$ cat src/rtl/pmc_pkg.sv
package pmc_pkg;
    localparam int DEF_PAGES = 16;
    localparam int DEF_CNT_W = 8;
    localparam int IRQ_DEPTH = 2;

    typedef enum logic {
        SRC_LOCAL = 1'b0,
        SRC_HOME  = 1'b1
    } src_e;

    typedef enum logic [1:0] {
        ACC_IDLE   = 2'd0,
        ACC_COUNT  = 2'd1,
        ACC_POISON = 2'd2,
        ACC_DROP   = 2'd3
    } acc_kind_e;
endpackage

$ cat src/rtl/pmc_count_bank.sv
module pmc_count_bank
    import pmc_pkg::*;
#(
    parameter int NUM_PAGES = DEF_PAGES,
    parameter int CNT_W     = DEF_CNT_W,
    localparam int PG_W     = $clog2(NUM_PAGES)
) (
    input  logic             clk,
    input  logic             rst,
    input  logic             inc_valid,
    input  logic [PG_W-1:0]  inc_page,
    input  src_e             inc_src,
    input  logic             clr_valid,
    input  logic [PG_W-1:0]  clr_page,
    output logic [CNT_W-1:0] loc_next,
    output logic [CNT_W-1:0] home_next
);
    localparam logic [CNT_W-1:0] CNT_MAX = {CNT_W{1'b1}};

    logic [CNT_W-1:0] loc_q  [NUM_PAGES];
    logic [CNT_W-1:0] home_q [NUM_PAGES];

    function automatic logic [CNT_W-1:0] sat_inc(input logic [CNT_W-1:0] v);
        return (v == CNT_MAX) ? v : v + 1'b1;
    endfunction

    always_comb begin
        loc_next  = loc_q[inc_page];
        home_next = home_q[inc_page];
        if (inc_src == SRC_HOME) home_next = sat_inc(home_q[inc_page]);
        else                     loc_next  = sat_inc(loc_q[inc_page]);
    end

    for (genvar g = 0; g < NUM_PAGES; g++) begin : g_page
        logic hit_clr, hit_inc;
        assign hit_clr = clr_valid && (clr_page == PG_W'(g));
        assign hit_inc = inc_valid && (inc_page == PG_W'(g));
        always_ff @(posedge clk) begin
            if (rst || hit_clr) begin
                loc_q[g]  <= '0;
                home_q[g] <= '0;
            end else if (hit_inc) begin
                loc_q[g]  <= loc_next;
                home_q[g] <= home_next;
            end
        end
    end
endmodule

$ cat src/rtl/pmc_poison_table.sv
module pmc_poison_table
    import pmc_pkg::*;
#(
    parameter int NUM_PAGES = DEF_PAGES,
    localparam int PG_W     = $clog2(NUM_PAGES)
) (
    input  logic                 clk,
    input  logic                 rst,
    input  logic                 wr_valid,
    input  logic [PG_W-1:0]      wr_page,
    input  logic                 wr_set,
    output logic [NUM_PAGES-1:0] poisoned
);
    for (genvar g = 0; g < NUM_PAGES; g++) begin : g_flag
        always_ff @(posedge clk) begin
            if (rst)                                      poisoned[g] <= 1'b0;
            else if (wr_valid && wr_page == PG_W'(g))     poisoned[g] <= wr_set;
        end
    end
endmodule

$ cat src/rtl/pmc_irq_fifo.sv
module pmc_irq_fifo
    import pmc_pkg::*;
#(
    parameter int WIDTH = 4,
    parameter int DEPTH = IRQ_DEPTH,
    localparam int PTR_W = (DEPTH > 1) ? $clog2(DEPTH) : 1,
    localparam int CNT_W = $clog2(DEPTH + 1)
) (
    input  logic             clk,
    input  logic             rst,
    input  logic             push,
    input  logic [WIDTH-1:0] push_data,
    input  logic             pop,
    output logic             full,
    output logic             not_empty,
    output logic [WIDTH-1:0] head
);
    logic [WIDTH-1:0] mem [DEPTH];
    logic [PTR_W-1:0] rd_ptr, wr_ptr;
    logic [CNT_W-1:0] count;
    logic             do_push, do_pop;

    assign full      = (count == CNT_W'(DEPTH));
    assign not_empty = (count != '0);
    assign head      = mem[rd_ptr];
    assign do_push   = push && !full;
    assign do_pop    = pop && not_empty;

    function automatic logic [PTR_W-1:0] nxt(input logic [PTR_W-1:0] p);
        return (p == PTR_W'(DEPTH - 1)) ? '0 : p + 1'b1;
    endfunction

    always_ff @(posedge clk) begin
        if (rst) begin
            rd_ptr <= '0;
            wr_ptr <= '0;
            count  <= '0;
        end else begin
            if (do_push) wr_ptr <= nxt(wr_ptr);
            if (do_pop)  rd_ptr <= nxt(rd_ptr);
            if (do_push && !do_pop)      count <= count + 1'b1;
            else if (do_pop && !do_push) count <= count - 1'b1;
        end
    end

    always_ff @(posedge clk) begin
        if (do_push) mem[wr_ptr] <= push_data;
    end
endmodule

$ cat src/rtl/pmc_migration_monitor.sv
module pmc_migration_monitor
    import pmc_pkg::*;
#(
    parameter int NUM_PAGES = DEF_PAGES,
    parameter int CNT_W     = DEF_CNT_W,
    localparam int PG_W     = $clog2(NUM_PAGES)
) (
    input  logic             clk,
    input  logic             rst,
    input  logic             acc_valid,
    input  logic [PG_W-1:0]  acc_page,
    input  logic             acc_is_home,
    input  logic [CNT_W-1:0] threshold,
    input  logic             pz_valid,
    input  logic [PG_W-1:0]  pz_page,
    input  logic             pz_set,
    input  logic             clr_valid,
    input  logic [PG_W-1:0]  clr_page,
    output logic             irq_valid,
    output logic [PG_W-1:0]  irq_page,
    input  logic             irq_ack,
    output logic             buserr,
    output logic [PG_W-1:0]  buserr_page
);
    logic [NUM_PAGES-1:0] poisoned;
    logic [NUM_PAGES-1:0] pending;
    logic [CNT_W-1:0]     loc_next, home_next;
    logic [CNT_W:0]       lead;
    logic                 fifo_full, fire, same_clr;
    acc_kind_e            kind;
    src_e                 src;

    assign src      = acc_is_home ? SRC_HOME : SRC_LOCAL;
    assign same_clr = clr_valid && (clr_page == acc_page);

    always_comb begin
        if (!acc_valid)              kind = ACC_IDLE;
        else if (poisoned[acc_page]) kind = ACC_POISON;
        else if (same_clr)           kind = ACC_DROP;
        else                         kind = ACC_COUNT;
    end

    pmc_poison_table #(.NUM_PAGES(NUM_PAGES)) u_poison (
        .clk(clk), .rst(rst),
        .wr_valid(pz_valid), .wr_page(pz_page), .wr_set(pz_set),
        .poisoned(poisoned)
    );

    pmc_count_bank #(.NUM_PAGES(NUM_PAGES), .CNT_W(CNT_W)) u_counts (
        .clk(clk), .rst(rst),
        .inc_valid(kind == ACC_COUNT), .inc_page(acc_page), .inc_src(src),
        .clr_valid(clr_valid), .clr_page(clr_page),
        .loc_next(loc_next), .home_next(home_next)
    );

    assign lead = {1'b0, loc_next} - {1'b0, home_next};
    assign fire = (kind == ACC_COUNT) && (src == SRC_LOCAL)
               && (loc_next > home_next) && (lead > {1'b0, threshold})
               && !pending[acc_page] && !fifo_full;

    for (genvar g = 0; g < NUM_PAGES; g++) begin : g_pend
        always_ff @(posedge clk) begin
            if (rst || (clr_valid && clr_page == PG_W'(g)))  pending[g] <= 1'b0;
            else if (fire && acc_page == PG_W'(g))          pending[g] <= 1'b1;
        end
    end

    pmc_irq_fifo #(.WIDTH(PG_W), .DEPTH(IRQ_DEPTH)) u_irq (
        .clk(clk), .rst(rst),
        .push(fire), .push_data(acc_page),
        .pop(irq_ack),
        .full(fifo_full), .not_empty(irq_valid), .head(irq_page)
    );

    always_ff @(posedge clk) begin
        if (rst) begin
            buserr      <= 1'b0;
            buserr_page <= '0;
        end else begin
            buserr <= (kind == ACC_POISON);
            if (kind == ACC_POISON) buserr_page <= acc_page;
        end
    end
endmodule

$ cat config.mk
export PLATFORM = sky130hd
export DESIGN_NAME = pmc_migration_monitor
export DESIGN_NICKNAME = d
export VERILOG_FILES = /design/src/rtl/pmc_pkg.sv /design/src/rtl/pmc_count_bank.sv /design/src/rtl/pmc_poison_table.sv /design/src/rtl/pmc_irq_fifo.sv /design/src/rtl/pmc_migration_monitor.sv
export SDC_FILE = /design/constraint.sdc
export NUM_CORES = 1
export LEC_CHECK = 0
export BUFFER_PORTS_ARGS = -buffer_cell sky130_fd_sc_hd__buf_2
export CAP_MARGIN = 20
export CORE_UTILIZATION = 40
export DETAILED_ROUTE_END_ITERATION = 7
export SLEW_MARGIN = 20
export SYNTH_ARGS = -nofsm -noshare
export SYNTH_HDL_FRONTEND = slang
export SYNTH_SLANG_ARGS = --single-unit
$ cat constraint.sdc
create_clock -name clk -period 6.7 [get_ports clk]
set_input_delay 0.67 -clock clk [delete_from_list [all_inputs] [get_ports clk]]
set_output_delay 0.67 -clock clk [all_outputs]
set_load 0.01 [all_outputs]
# Word level (Yosys, flattened, before mapping)
# Memories as Yosys holds them, arrays and structs flattened. A register that Yosys moved wholly into a read port is not among the register bits.
# Cells that the tools add are included.
[totals]
regBits = 41
ram_bits = 264
out_inout_bits = 10
word_cells = 365
mem_count = 3
[op_classes]
n_addsub = 7
n_lt_le_gt_ge = 3
n_eq_ne = 51
muxes = 132
bitwise_logic = 33
reduce_logical = 99
[mem_list]
columns = ["name", "words", "word_bits", "read_ports", "rd_ports_with_merged_regs", "wr", "line_no", "text"]
rows = [
  ["u_counts.home_q", 16, 8, 1, 0, 16, "pmc_count_bank.sv:21", "logic [CNT_W-1:0] home_q [NUM_PAGES];"],
  ["u_counts.loc_q", 16, 8, 1, 0, 16, "pmc_count_bank.sv:20", "logic [CNT_W-1:0] loc_q [NUM_PAGES];"],
  ["u_irq.mem", 2, 4, 1, 1, 1, "pmc_irq_fifo.sv:18", "logic [WIDTH-1:0] mem [DEPTH];"],
]
[op_table]
columns = ["operator", "count"]
rows = [
  ["2-to-1 mux 8 bit", 36],
  ["equality test 4 bit, second input constant", 24],
  ["2-to-1 mux 1 bit", 89],
  ["logical AND 1 bit", 74],
  ["equality test 4 x 3 -> 1 bit, second input constant", 12],
  ["OR 1 bit", 32],
  ["equality test 4 x 2 -> 1 bit, second input constant", 6],
  ["adder 8 x 1 -> 8 bit, second input constant", 2],
  ["equality test 8 bit, second input constant", 2],
  ["logical OR 1 bit", 16],
  ["equality test 4 x 1 -> 1 bit, second input constant", 3],
  ["logical NOT 4 bit", 3],
  ["2-to-1 mux 2 bit", 5],
  ["greater-than comparator 9 x 8 -> 1 bit", 1],
  ["subtractor 8 x 8 -> 9 bit", 1],
  ["binary-select mux 1 bit (select 4 bit)", 2],
  ["greater-than comparator 8 bit", 1],
  ["less-than comparator 4 x 5 -> 1 bit, second input constant", 1],
  ["equality test 2 bit, second input constant", 2],
  ["equality test 4 bit", 1],
  ["logical NOT 1 bit", 4],
  ["nonzero test 2 bit", 2],
  ["adder 1 bit, second input constant", 2],
  ["adder 2 x 1 -> 2 bit, second input constant", 1],
  ["3 further kinds", 3],
]

# Longest topological paths before layout
# Gate-level depths: netlist (run 1).
[depth]
word_depth = 16
depth_mapped = 34

# Modules after synthesis
# Synthesis (run 1) repeated with hierarchy kept, for this count alone.
[unflattened]
hier_cells = 1215
area_unflattened_um2 = 15332.2
[by_module_without_submodules]
columns = ["mod", "instances", "cells_each", "area_each_um2", "seq_area_each_um2"]
rows = [
  ["pmc_count_bank", 1, 890, 12141.6, 7687.4],
  ["pmc_migration_monitor", 1, 213, 1958.1, 420.4],
  ["pmc_poison_table", 1, 75, 726.9, 320.3],
  ["pmc_irq_fifo", 1, 37, 505.5, 340.3],
]

# Worst setup path before layout (run 1)
# Ideal clock, no wire load.
[synth_path]
path_type = "in2reg"
start = "input acc_page[0]"
end = "register u_irq.count[1]"
setup_time_ns = 0.070
t_arrival_ns = 6.553
setup_slack_ns = 0.077
stages = 31
n_path_buf = 4
cell_sequence = "buf_6 > buf_6 > mux4_2 > a22oi_1 > nand2_1 > ha_1 > nor3b_2 > a41oi_2 > o41ai_2 > xor2_2 > buf_6 > ha_1 > inv_1 > fa_1 > a21o_1 > a21oi_1 > o21bai_1 > a21oi_1 > xnor2_1 > ha_1 > nand4_1 > or2_2 > o211ai_1 > o211ai_1 > and4_1 > o31ai_1 > clkbuf_1 > inv_1 > ha_1 > or3_1 > a21oi_1"
[synth_via]
elab_chain_cells = 15
[synth_rtl]
columns = ["element", "line_no", "text"]
rows = [
  ["start: declaration", "pmc_migration_monitor.sv:11", "input logic [PG_W-1:0] acc_page,"],
  ["branches (longest 9 deep; another with subtractor 8 x 8 -> 9 bit)", "n/a", ""],
  ["logical AND 1 bit * (2 in series)", "pmc_migration_monitor.sv:59", "&& !pending[acc_page] && !fifo_full;"],
  ["logical AND 1 bit *", "pmc_irq_fifo.sv:26", "assign do_push = push && !full;"],
  ["via u_irq.do_push", "pmc_irq_fifo.sv:21", "logic do_push, do_pop;"],
  ["logical NOT 1 bit", "pmc_irq_fifo.sv:42", "else if (do_pop && !do_push) count <= count - 1'b1;"],
  ["logical AND 1 bit", "pmc_irq_fifo.sv:42", ""],
  ["nonzero test 2 bit (no line)", "n/a", ""],
  ["end signal: assignment", "pmc_irq_fifo.sv:41", "if (do_push && !do_pop) count <= count + 1'b1;"],
  ["end signal: assignment", "pmc_irq_fifo.sv:42", ""],
  ["end: declaration", "pmc_irq_fifo.sv:20", "logic [CNT_W-1:0] count;"],
]
# Mark *: on every way through the listed nets, which the timed path passes. The select of a mux whose other input is x is not followed.
# A chain may end at the register's enable or synchronous reset.

# Worst setup path after layout (run 1)
[layout_path]
start = "input acc_page[0]"
end = "register u_irq.count[1]"
[layout_lines]
columns = ["element", "line_no", "text"]
rows = [
  ["memory read (16 x 8 bit) *", "n/a", ""],
  ["adder 8 x 1 -> 8 bit / equality test 8 bit (equally long branches)", "pmc_count_bank.sv:24", "return (v == CNT_MAX) ? v : v + 1'b1;"],
  ["2-to-1 mux 8 bit", "pmc_count_bank.sv:24", ""],
  ["2-to-1 mux 8 bit *", "pmc_count_bank.sv:30", "if (inc_src == SRC_HOME) home_next = sat_inc(home_q[inc_page]);"],
  ["via loc_next[1]", "pmc_migration_monitor.sv:27", "logic [CNT_W-1:0] loc_next, home_next;"],
  ["subtractor 8 x 8 -> 9 bit / greater-than comparator 8 bit (equally long branches)", "pmc_migration_monitor.sv:56, pmc_migration_monitor.sv:58", ""],
  ["greater-than comparator 9 x 8 -> 1 bit / logical AND 1 bit (equally long branches)", "pmc_migration_monitor.sv:58", "&& (loc_next > home_next) && (lead > {1'b0, threshold})"],
  ["logical AND 1 bit *", "pmc_migration_monitor.sv:58", ""],
  ["logical AND 1 bit * (2 in series)", "pmc_migration_monitor.sv:59", ""],
  ["logical AND 1 bit *", "pmc_irq_fifo.sv:26", ""],
  ["via u_irq.do_push", "pmc_irq_fifo.sv:21", ""],
  ["logical NOT 1 bit", "pmc_irq_fifo.sv:42", ""],
  ["logical AND 1 bit", "pmc_irq_fifo.sv:42", ""],
  ["nonzero test 2 bit (no line)", "n/a", ""],
]
# Mark *: on every way through the listed nets, which the timed path passes. The rest lies on a longest branch. The select of a mux whose other input is x is not followed.

==> run_results.csv, run 1 <==
group,metric,value,unit
status,status,"finished with violations",
status,violations,"design-rule violations",
clock_network,clkSinkCount,306,
critical_path,worstPathRequired,7.14,ns
global_route,overflow,0,
clock_network,clk_latency,0.51,ns
global_route,gr-usage-all-layers,21.77,%
place,portBuffers,37,
clock_network,postCtsSetupBuffers,0,
detailed_routing,antenna_left,0,
timing,min_period_over_period,89.51,%
critical_path,crit_path_start,"acc_page[0]",
place,place_congestion,0.8821,
clock_network,htree_levels,2,
clock_network,cts_hold_buf,0,
detailed_routing,first_pass_iters,7,
critical_path,timing.rr.start,"u_counts.loc_q[8][1]",
synth,syn_avg_cell_area,12.83,um2
critical_path,crit_path_end_kind,"flip-flop",
detailed_routing,wirelength,39230,um
critical_path,path_class,"in2reg",
pwr,max-vdd-ir-drop,0.2212,mV
synth,synthTopCellsByArea,"edfxtp_1, mux4_2, nor2_1, dfxtp_1, o21ai_0",
pwr,p_leak,0.006081,uW
clock_network,clock-root-buffer,"clkbuf_16",
global_route,top_usage_layer,"met2",
finish,n_antenna_cell,0,
place,hpwl,24650,um
finish,post-route-util,46.39,%
critical_path,r2r_end,"u_irq.count[1]",
clock_network,path_clk_slew,0.06,ns
synth,synth_area,0.01459,mm2
job,cap_viol_max_count,0,
critical_path,reg2regPathDepth,28,
die,dieHeight,193.0,um
timing,fin_setup_tns,0,ns
die,coreArea,0.03574,mm2
clock_network,ctsResizeCount,0,
timing,worst_slew_pin_slew,1.109,ns
detailed_routing,drtIter0Drc,1071,
synth,postSynthCellCount,1137,
die,start_util,40.81,%
synth,synth_fp_nets,1185,
worst_hold_path,hp-class,"reg2reg",
timing,skew,0.01163,ns
critical_path,crit_fanout,17,
detailed_routing,routedWlPerCell,23.18,um
timing,grt_setup_unrepaired,"no",
global_route,use_met2,34.22,%
finish,nets,1255,
finish,area_growth_syn_to_layout,13.68,%
synth,yosysMostFrequentCell,"nor2_1",
synth,yosys.area.top_type,"edfxtp_1",
synth,ys_top_cells_by_count,"nor2_1, edfxtp_1, mux4_2",
critical_path,cp.arrival,6.43,ns
critical_path,crit_path_start_kind,"input port",
timing,period_needed,5.997,ns
die,die_x,193.0,um
synth,synth_top_area_share,54.35,%
synth,synth-seq-area-share,60.12,%
detailed_routing,drc,3,
timing,drv_slew,0,
timing,slew_headroom,25.84,%
clock_network,cts_tree,"done",
synth,ys_warn_count,0,
global_route,antenna_found_initial,1,
clock_network,cts.path.max_buffers,3,
synth,synth_enable_flop_cells,264,
timing,timing.fmax,0.1667,GHz
detailed_routing,via_per_inst,5.702,
timing,setup_viol,0,
pwr,total_power,4736,uW
synth,synthArstFlopShare,0,%
clock_network,cts_buffers,35,
global_route,grt_use_met3,3.765,%
global_route,grt_pass1_vias,9529,
global_route,grtUsageMet1,30.80,%
synth,synthDistinctLibCells,69,
timing,hold_viol_final,0,
synth,synthFlopType,"edfxtp_1",
die,rows,69,
critical_path,regToRegSetupSlack,0.94,ns
synth,synth_seq_cells,306,
critical_path,crit_end,"u_irq.count[1]",
finish,drive_above_1_share,22.01,%
die,die_area,0.03723,mm2
global_route,grt_pass1_wl,59150,um
die,io_pins,38,
detailed_routing,vias,9648,
global_route,grt_max_degree,44,
pwr,p_per_area,285.6,mW/mm2
[flip-flops by register name, summed over array words and instances (netlist names), named ones only]
register	cells
buserr	1
u_irq.count	2
pending	16
u_counts.loc_q	128
u_irq.rd_ptr	1
buserr_page	4
u_irq.mem	8
u_counts.home_q	128
u_irq.wr_ptr	1
u_poison.poisoned	16
[layout by cell type, fill, tap and decap left out, types with 27 or more instances in the layout]
master,instances
nand2_1,59
a22oi_1,27
edfxtp_1,264
dfxtp_1,42
mux4_2,71
nor2_1,282
buf_2,35
buf_4,71
clkbuf_16,37
nand3_1,40
o21ai_0,33
a21oi_1,30
[report_power, final]
group / leakage, uW / total, uW / switching [uW] / internal (uW)
clock network: 0.000523 / 1810 / 733 / 1080
logic: 0.00248 / 735 / 455 / 280
registers: 0.00307 / 2190 / 32.3 / 2160
total: 0.00608 / 4740 / 1220 / 3520
[worst max-delay path: stages]
cell,delay [ns]
buf_4,0.30
buf_4,0.37
mux4_2,0.29
mux2i_1,0.08
mux2i_2,0.30
nand2_1,0.17
o41ai_2,0.46
mux2i_2,0.33
inv_1,0.12
ha_1,0.32
nor2b_1,0.13
o21ai_0,0.15
nand2b_1,0.11
a21oi_1,0.20
o21bai_1,0.12
a21oi_1,0.19
xnor2_1,0.09
ha_1,0.29
nand4_1,0.07
or2_2,0.29
o211ai_1,0.10
o211ai_1,0.11
and4_1,0.18
o31ai_2,0.07
inv_1,0.07
ha_1,0.29
or3_1,0.37
a21oi_1,0.15
[cells by family after synthesis]
family,count (synthesis),share of synthesized area [%]
adder cells (fa/ha/maj),20,1.767
AO/OA/AOI/OAI,139,6.254
multiplexers,102,13.35
AND/OR/NAND/NOR,451,13.58
XOR/XNOR,16,1.064
buffers and inverters,103,3.869
flip-flops,306,60.12
[per-stage QoR]
stage	hold WS [ns]	worst slack, ns	area, um2	std cells
2_1_floorplan	0.4198	0.07658	14590	1137
3_3_place_gp	0.4315	0.3345	15510	1631
3_5_place_dp	0.4430	0.1797	15510	1631
4_1_cts	0.4568	0.7156	16580	1692
5_1_grt	0.4804	0.2682	16580	1692
6_report	0.4546	0.7027	16580	1692
[metal layers]
metal / share of wire [%] / wire length, um / vias to the layer above
met5: 0.033 / 13 / -
li1: - / - / 4310
met2: 46 / 18220 / 401
met1: 43 / 16810 / 4855
met3: 7.8 / 3071 / 80
met4: 2.8 / 1108 / 2
[final cells by class]
cell class	count	area [um2]
fill	3236	19160
sequential	306	8768
multi-input combinational	728	5261
clock buffer	45	955.9
timing repair buffer	111	808.3
tap	461	576.8
clock inverter	16	116.4
inverter	25	93.84
[worst min path at each step]
| stage | startpoint | end | slack, ns | cells after the start |
|---|---|---|---|---|
| 2_1_floorplan | pending[10] | pending[10] | 0.42 | 2 |
| 3_3_place_gp | pending[0] | pending[0] | 0.43 | 2 |
| 3_5_place_dp | pending[9] | pending[9] | 0.44 | 2 |
| 4_1_cts | pending[9] | pending[9] | 0.46 | 2 |
| 5_1_grt | pending[6] | pending[6] | 0.48 | 2 |
| 6_report | pending[12] | pending[12] | 0.45 | 2 |
Power figures use the tool's default switching activity.
==> run 2, diff against run 1 <==
--- a/config.mk
+++ b/config.mk
@@ -5,6 +5,7 @@
 export SDC_FILE = /design/constraint.sdc
 export NUM_CORES = 1
 export LEC_CHECK = 0
+export ABC_AREA = 1
 export BUFFER_PORTS_ARGS = -buffer_cell sky130_fd_sc_hd__buf_2
 export CAP_MARGIN = 20
 export CORE_UTILIZATION = 40
==> run 2 against run 1 <==
Net effect:
- the run now ends clean
- clock power rose by 8%
- synthesized area rose by 6.6%
- design area rose by 4.6%
- total power rose by 2.5%
- die area rose by 6.5%
==> run_results.csv, run 2 <==
group,metric,value,unit
status,status,"complete, no violations",
finish,largestRegisters,"u_counts.home_q: 128 flops, u_counts.loc_q: 128 flops",
die,dieHeight,199.1,um
finish,drive_above_1_share,9.148,%
die,die_x,199.1,um
global_route,gr-usage-all-layers,24.18,%
synth,synth_fp_nets,1905,
synth,synthArstFlopShare,0,%
detailed_routing,antenna_left,0,
critical_path,reg2regPathDepth,37,
synth,synthAdderAreaFrac,1.658,%
timing,grt_setup_unrepaired,"no",
finish,mostFrequentLayoutCell,"nand2_1",
timing,setup_viol,0,
synth,synthFlopType,"edfxtp_1",
timing,drv_slew,0,
die,start_util,40.98,%
synth,synth_top_area_share,50.99,%
finish,post-route-util,45.71,%
clock_network,postCtsSetupBuffers,0,
synth,synthTopCellsByArea,"edfxtp_1, nand2_1, nor2_1, dfxtp_1, inv_1",
detailed_routing,wirelength,46980,um
synth,synth-seq-area-share,56.40,%
clock_network,clock-root-buffer,"clkbuf_16",
detailed_routing,drc,0,
die,rows,71,
synth,synth-simple-area-share,27.93,%
synth,postSynthCellCount,1857,
die,io_pins,38,
synth,yosys.area.top_type,"edfxtp_1",
critical_path,crit_path_end_kind,"flip-flop",
critical_path,path_class,"in2reg",
synth,synth-xor-area-share,0.6761,%
finish,final_cell_mix,"nand2_1, edfxtp_1, nor2_1",
place,place_congestion,0.9430,
clock_network,path_clk_slew,0.06,ns
critical_path,worstPathRequired,7.14,ns
synth,syn_avg_cell_area,8.372,um2
timing,skew,0.02720,ns
global_route,grt_pass1_vias,11810,
synth,yosysMostFrequentCell,"nand2_1",
timing,slew_headroom,34.50,%
global_route,overflow,0,
worst_hold_path,hp-class,"in2reg",
clock_network,htree_levels,2,
clock_network,cts_tree,"done",
clock_network,cts.path.max_buffers,3,
timing,worst_slew_pin_slew,0.9802,ns
synth,synth_area,0.01555,mm2
critical_path,cp.arrival,6.15,ns
clock_network,clk_latency,0.55,ns
timing,timing.fmax,0.1749,GHz
global_route,grt_max_degree,61,
finish,area_growth_syn_to_layout,11.53,%
clock_network,cts_hold_buf,0,
pwr,p_per_area,280.0,mW/mm2
critical_path,crit_path_top_delay_cell,"clkinv_1",
critical_path,crit_fanout,18,
finish,n_antenna_cell,0,
finish,nets,1923,
clock_network,ctsResizeCount,0,
synth,ys_top_cells_by_count,"nand2_1, edfxtp_1, nor2_1",
critical_path,critPathMaxStageDelay,0.54,ns
global_route,grt_pass1_wl,71120,um
finish,fill_cells,3678,
synth,synth_top_family_by_area,"simple AND/OR/NAND/NOR gates",
job,cap_viol_max_count,0,
synth,synth-compound-area-share,5.779,%
place,hpwl,30470,um
pwr,p_leak,0.007371,uW
synth,synth_enable_flop_cells,264,
timing,hold_viol_final,0,
detailed_routing,via_per_inst,5.221,
place,portBuffers,37,
clock_network,clkSinkCount,306,
timing,period_needed,5.716,ns
clock_network,cts_buffers,35,
detailed_routing,vias,12600,
worst_hold_path,hold_depth,1,
synth,ys_warn_count,0,
detailed_routing,routedWlPerCell,19.47,um
detailed_routing,first_pass_iters,5,
timing,min_period_over_period,85.32,%
synth,synthMuxAreaShare,0.4346,%
critical_path,cpMostUsedCell,"nand2_1",
synth,synth_seq_cells,306,
detailed_routing,drtIter0Drc,1405,
die,die_area,0.03966,mm2
critical_path,crit_path_start_kind,"input port",
die,coreArea,0.03793,mm2
global_route,antenna_found_initial,2,
timing,fin_setup_tns,0,ns
synth,synthDistinctLibCells,37,
pwr,max-vdd-ir-drop,0.2304,mV
[run 2: cell types whose count changed in the layout (fill, tap and decap cells not counted), moves of 22 or more]
cell     delta
a21oi_1    +76
mux4_2     -71
nand3_1    +42
nand2_1   +640
buf_4      -39
inv_1     +121
nor2_1     -22
[run 2: area by class of cell]
| type | instances | area (um2) | area share (%) |
|---|---|---|---|
| clock buffer | 44 | 919.6 | 5.304 |
| clock inverter | 20 | 240.2 | 1.386 |
| inverter | 163 | 614.3 | 3.543 |
| multi-input combinational | 1298 | 5675 | 32.73 |
| sequential | 306 | 8768 | 50.57 |
| tap | 511 | 639.4 | 3.688 |
| timing repair buffer | 71 | 480.5 | 2.771 |
[run 2: power breakdown]
group | switching (uW) | internal, uW
combinational | 514 | 194
sequential | 27.8 | 2160
clock | 815 | 1150
total | 1360 | 3500
[run 2: worst max-delay path: cells and delay by family]
family	cells	cell delay, ns
compound gates	8	1.27
xor+xnor	1	0.17
fa+ha+maj	4	1.19
buf+inv	7	1.21
simple gates	14	1.59
[run 2: per-layer routing]
metal	global-route usage (%)	vias up	part of all wire (%)	wire length [um]
met5	0	-	0.043	20
li1	-	6004	-	-
met1	33.33	6014	44	20510
met4	8.917	4	3.1	1476
met3	5.063	90	8.1	3794
met2	37.40	487	45	21170
[run 2: metrics by stage]
step / total power, uW / instances / hold slack (ns) / instance area (um2) / setup slack [ns]
after detailed placement: 2926 / 2349 / 0.4377 / 16180 / 0.4849
after global placement: 2920 / 2349 / 0.4386 / 16180 / 0.5376
after global routing: 5009 / 2413 / 0.4019 / 17340 / 0.5096
after CTS: 4866 / 2413 / 0.3877 / 17340 / 1.048
after floorplan: 2675 / 1857 / 0.4265 / 15550 / 1.209
final: 4855 / 2413 / 0.4073 / 17340 / 0.9838
[run 2: kinds of logic (layout without fill, tap and decap cells)]
kind of cell	Yosys count	in the layout
fa+ha+maj	20	20
simple gates	1091	1091
compound gates	170	170
buf+inv	253	298
xor+xnor	12	12
mux	5	5
flops	306	306
[run 2: final timing paths]
path / slack, ns / to / start
max: 0.98 / u_irq.count[1] / acc_page[3]
min: 0.41 / u_irq.mem[1][0] / acc_page[0]
max reg2reg: 1.64 / u_irq.count[1] / u_counts.loc_q[3][0]
min reg2reg: 0.44 / pending[11] / pending[11]
==> run 3, diff against run 2 <==
==> constraint.sdc (replaced) <==
create_clock -name clk -period 6.8 [get_ports clk]
set_input_delay 0.68 -clock clk [delete_from_list [all_inputs] [get_ports clk]]
set_output_delay 0.68 -clock clk [all_outputs]
set_load 0.01 [all_outputs]
==> run 3 against run 2 <==
Net effect:
- utilization decreased by 0.29 points
- setup slack improved by 0.054 ns
- first-iteration DRC count decreased by 7.2%
- critical path type unchanged
- largest power group unchanged
==> run_results.csv, run 3 (synthesis results as in run 2) <==
group,metric,value,unit
status,status,"complete, no violations",
timing,min_period_over_period,84.73,%
timing,setup_viol,0,
clock_network,htree_levels,2,
finish,largestRegisters,"u_counts.home_q: 128 flops, u_counts.loc_q: 128 flops",
job,cap_viol_max_count,0,
worst_hold_path,hp-class,"in2reg",
timing,hold_viol_final,0,
die,io_pins,38,
clock_network,cts.path.max_buffers,3,
critical_path,crit_path_start_kind,"input port",
clock_network,clock-root-buffer,"clkbuf_16",
detailed_routing,wirelength,46430,um
detailed_routing,via_per_inst,5.205,
global_route,gr-usage-all-layers,23.97,%
clock_network,clk_latency,0.53,ns
critical_path,critPathTopFamily,"simple AND/OR/NAND/NOR gates",
critical_path,cp.arrival,6.17,ns
critical_path,path_class,"in2reg",
finish,seq_area,0.008768,mm2
clock_network,cts_tree,"done",
timing,setup_ws,1.038,ns
critical_path,crit_cells,33,
pwr,p_switching,1287,uW
pwr,p_per_area,269.1,mW/mm2
finish,design_area,0.01723,mm2
global_route,overflow,0,
detailed_routing,drtIter0Drc,1304,
place,hpwl,30720,um
clock_network,postCtsSetupBuffers,0,
clock_network,cts_buffers,34,
global_route,grt_max_degree,62,
timing,slew_headroom,31.79,%
timing,drv_slew,0,
timing,fin_setup_tns,0,ns
critical_path,crit_fanout,18,
detailed_routing,routedWlPerCell,19.25,um
critical_path,critPathBufInv,7,
critical_path,crit_path_end_kind,"flip-flop",
finish,fill_cells,3718,
die,die_x,199.1,um
finish,post-route-util,45.42,%
finish,drive_above_1_share,8.684,%
pwr,power_frac_comb,14.9,%
pwr,pwr-share-clk,38.6,%
pwr,max-vdd-ir-drop,0.2418,mV
timing,worst_slew_pin_slew,1.021,ns
clock_network,clkSinkCount,306,
finish,final_cell_mix,"nand2_1, edfxtp_1, nor2_1",
place,portBuffers,37,
global_route,grt_pass1_wl,71130,um
pwr,p_int,3349,uW
place,dp_slack,0.6191,ns
pwr,p_seq_share,46.5,%
die,rows,71,
timing,grt_setup_unrepaired,"no",
clock_network,ctsResizeCount,0,
global_route,antenna_found_initial,1,
clock_network,path_clk_slew,0.06,ns
worst_hold_path,hold_depth,1,
global_route,grt_pass1_vias,11820,
clock_network,cts_hold_buf,0,
detailed_routing,antenna_left,0,
die,start_util,40.98,%
critical_path,worstPathRequired,7.21,ns
critical_path,crit_path_start,"acc_page[3]",
critical_path,critPathMaxStageDelay,0.58,ns
pwr,p_sw_share,27.76,%
finish,area_growth_syn_to_layout,10.82,%
finish,multiInputGateArea,0.005675,mm2
detailed_routing,vias,12550,
timing,timing.fmax,0.1736,GHz
detailed_routing,drc,0,
finish,mostFrequentLayoutCell,"nand2_1",
place,place_congestion,0.9201,
critical_path,reg2regPathDepth,31,
die,coreArea,0.03793,mm2
finish,nets,1922,
critical_path,timing.rr.start,"u_counts.home_q[10][1]",
worst_hold_path,min_from,"acc_page[1]",
critical_path,crit_path_top_delay_cell,"clkinv_1",
detailed_routing,first_pass_iters,5,
die,dieHeight,199.1,um
critical_path,cpMostUsedCell,"nand2_1",
timing,period_needed,5.762,ns
timing,skew,0.02105,ns
die,die_area,0.03966,mm2
pwr,p_leak,0.007300,uW
place,place_area,0.01617,mm2
[run 3: changes by cell type in the layout (fill, tap and decap cells not counted), moves of 2 or more]
cell        change
clkinv_2        -6
clkinvlp_4      +2
bufinv_16       -2
inv_6           +2
clkbuf_1        +4
clkinv_1        +3
[run 3: final timing paths]
path,to,slack [ns]
max,u_irq.count[1],1.04
min,u_irq.mem[1][1],0.44
max reg2reg,u_irq.count[1],1.71
min reg2reg,pending[7],0.45
[run 3: worst reg2reg max path: cells and delay by family, from the launching register on]
kind / cells / cell delay [ns]
DFF: 1 / 0.37
adders and majority gates: 4 / 1.22
AOI/OAI and AO/OA: 7 / 1.04
and+or+nand+nor: 16 / 1.83
xor gates and xnor gates: 1 / 0.17
buffers and inverters: 3 / 0.32
[run 3: layer usage]
metal | vias to the layer above | GRT usage [%] | part of all wire, %
li1 | 6015 | - | -
met1 | 5932 | 34.30 | 45
met2 | 526 | 37.05 | 45
met3 | 81 | 3.274 | 7.4
met4 | 0 | 8.490 | 3.1
met5 | - | 0 | 0
[run 3: final cells by class]
class | count | area share (%)
timing repair buffer | 71 | 2.716
antenna | 1 | 0.01452
multi-input combinational | 1298 | 32.94
clock inverter | 15 | 0.8134
inverter | 163 | 3.566
tap | 511 | 3.711
sequential | 306 | 50.89
clock buffer | 47 | 5.345
[run 3: through the flow]
step	std cells	hold WS (ns)	power [uW]
after floorplan	1857	0.4265	2636
after CTS	2411	0.4220	4649
after global routing	2411	0.4324	4798
after detailed placement	2349	0.4401	2877
final	2412	0.4391	4636
after global placement	2349	0.4361	2875
[run 3: power groups by stage]
stage | combinational (uW) | clock, uW | sequential, uW
2_1_floorplan | 452 | 0 | 2180
3_3_place_gp | 683 | 0 | 2190
3_5_place_dp | 683 | 0 | 2190
4_1_cts | 687 | 1810 | 2150
5_1_grt | 760 | 1880 | 2160
6_report | 690 | 1790 | 2150
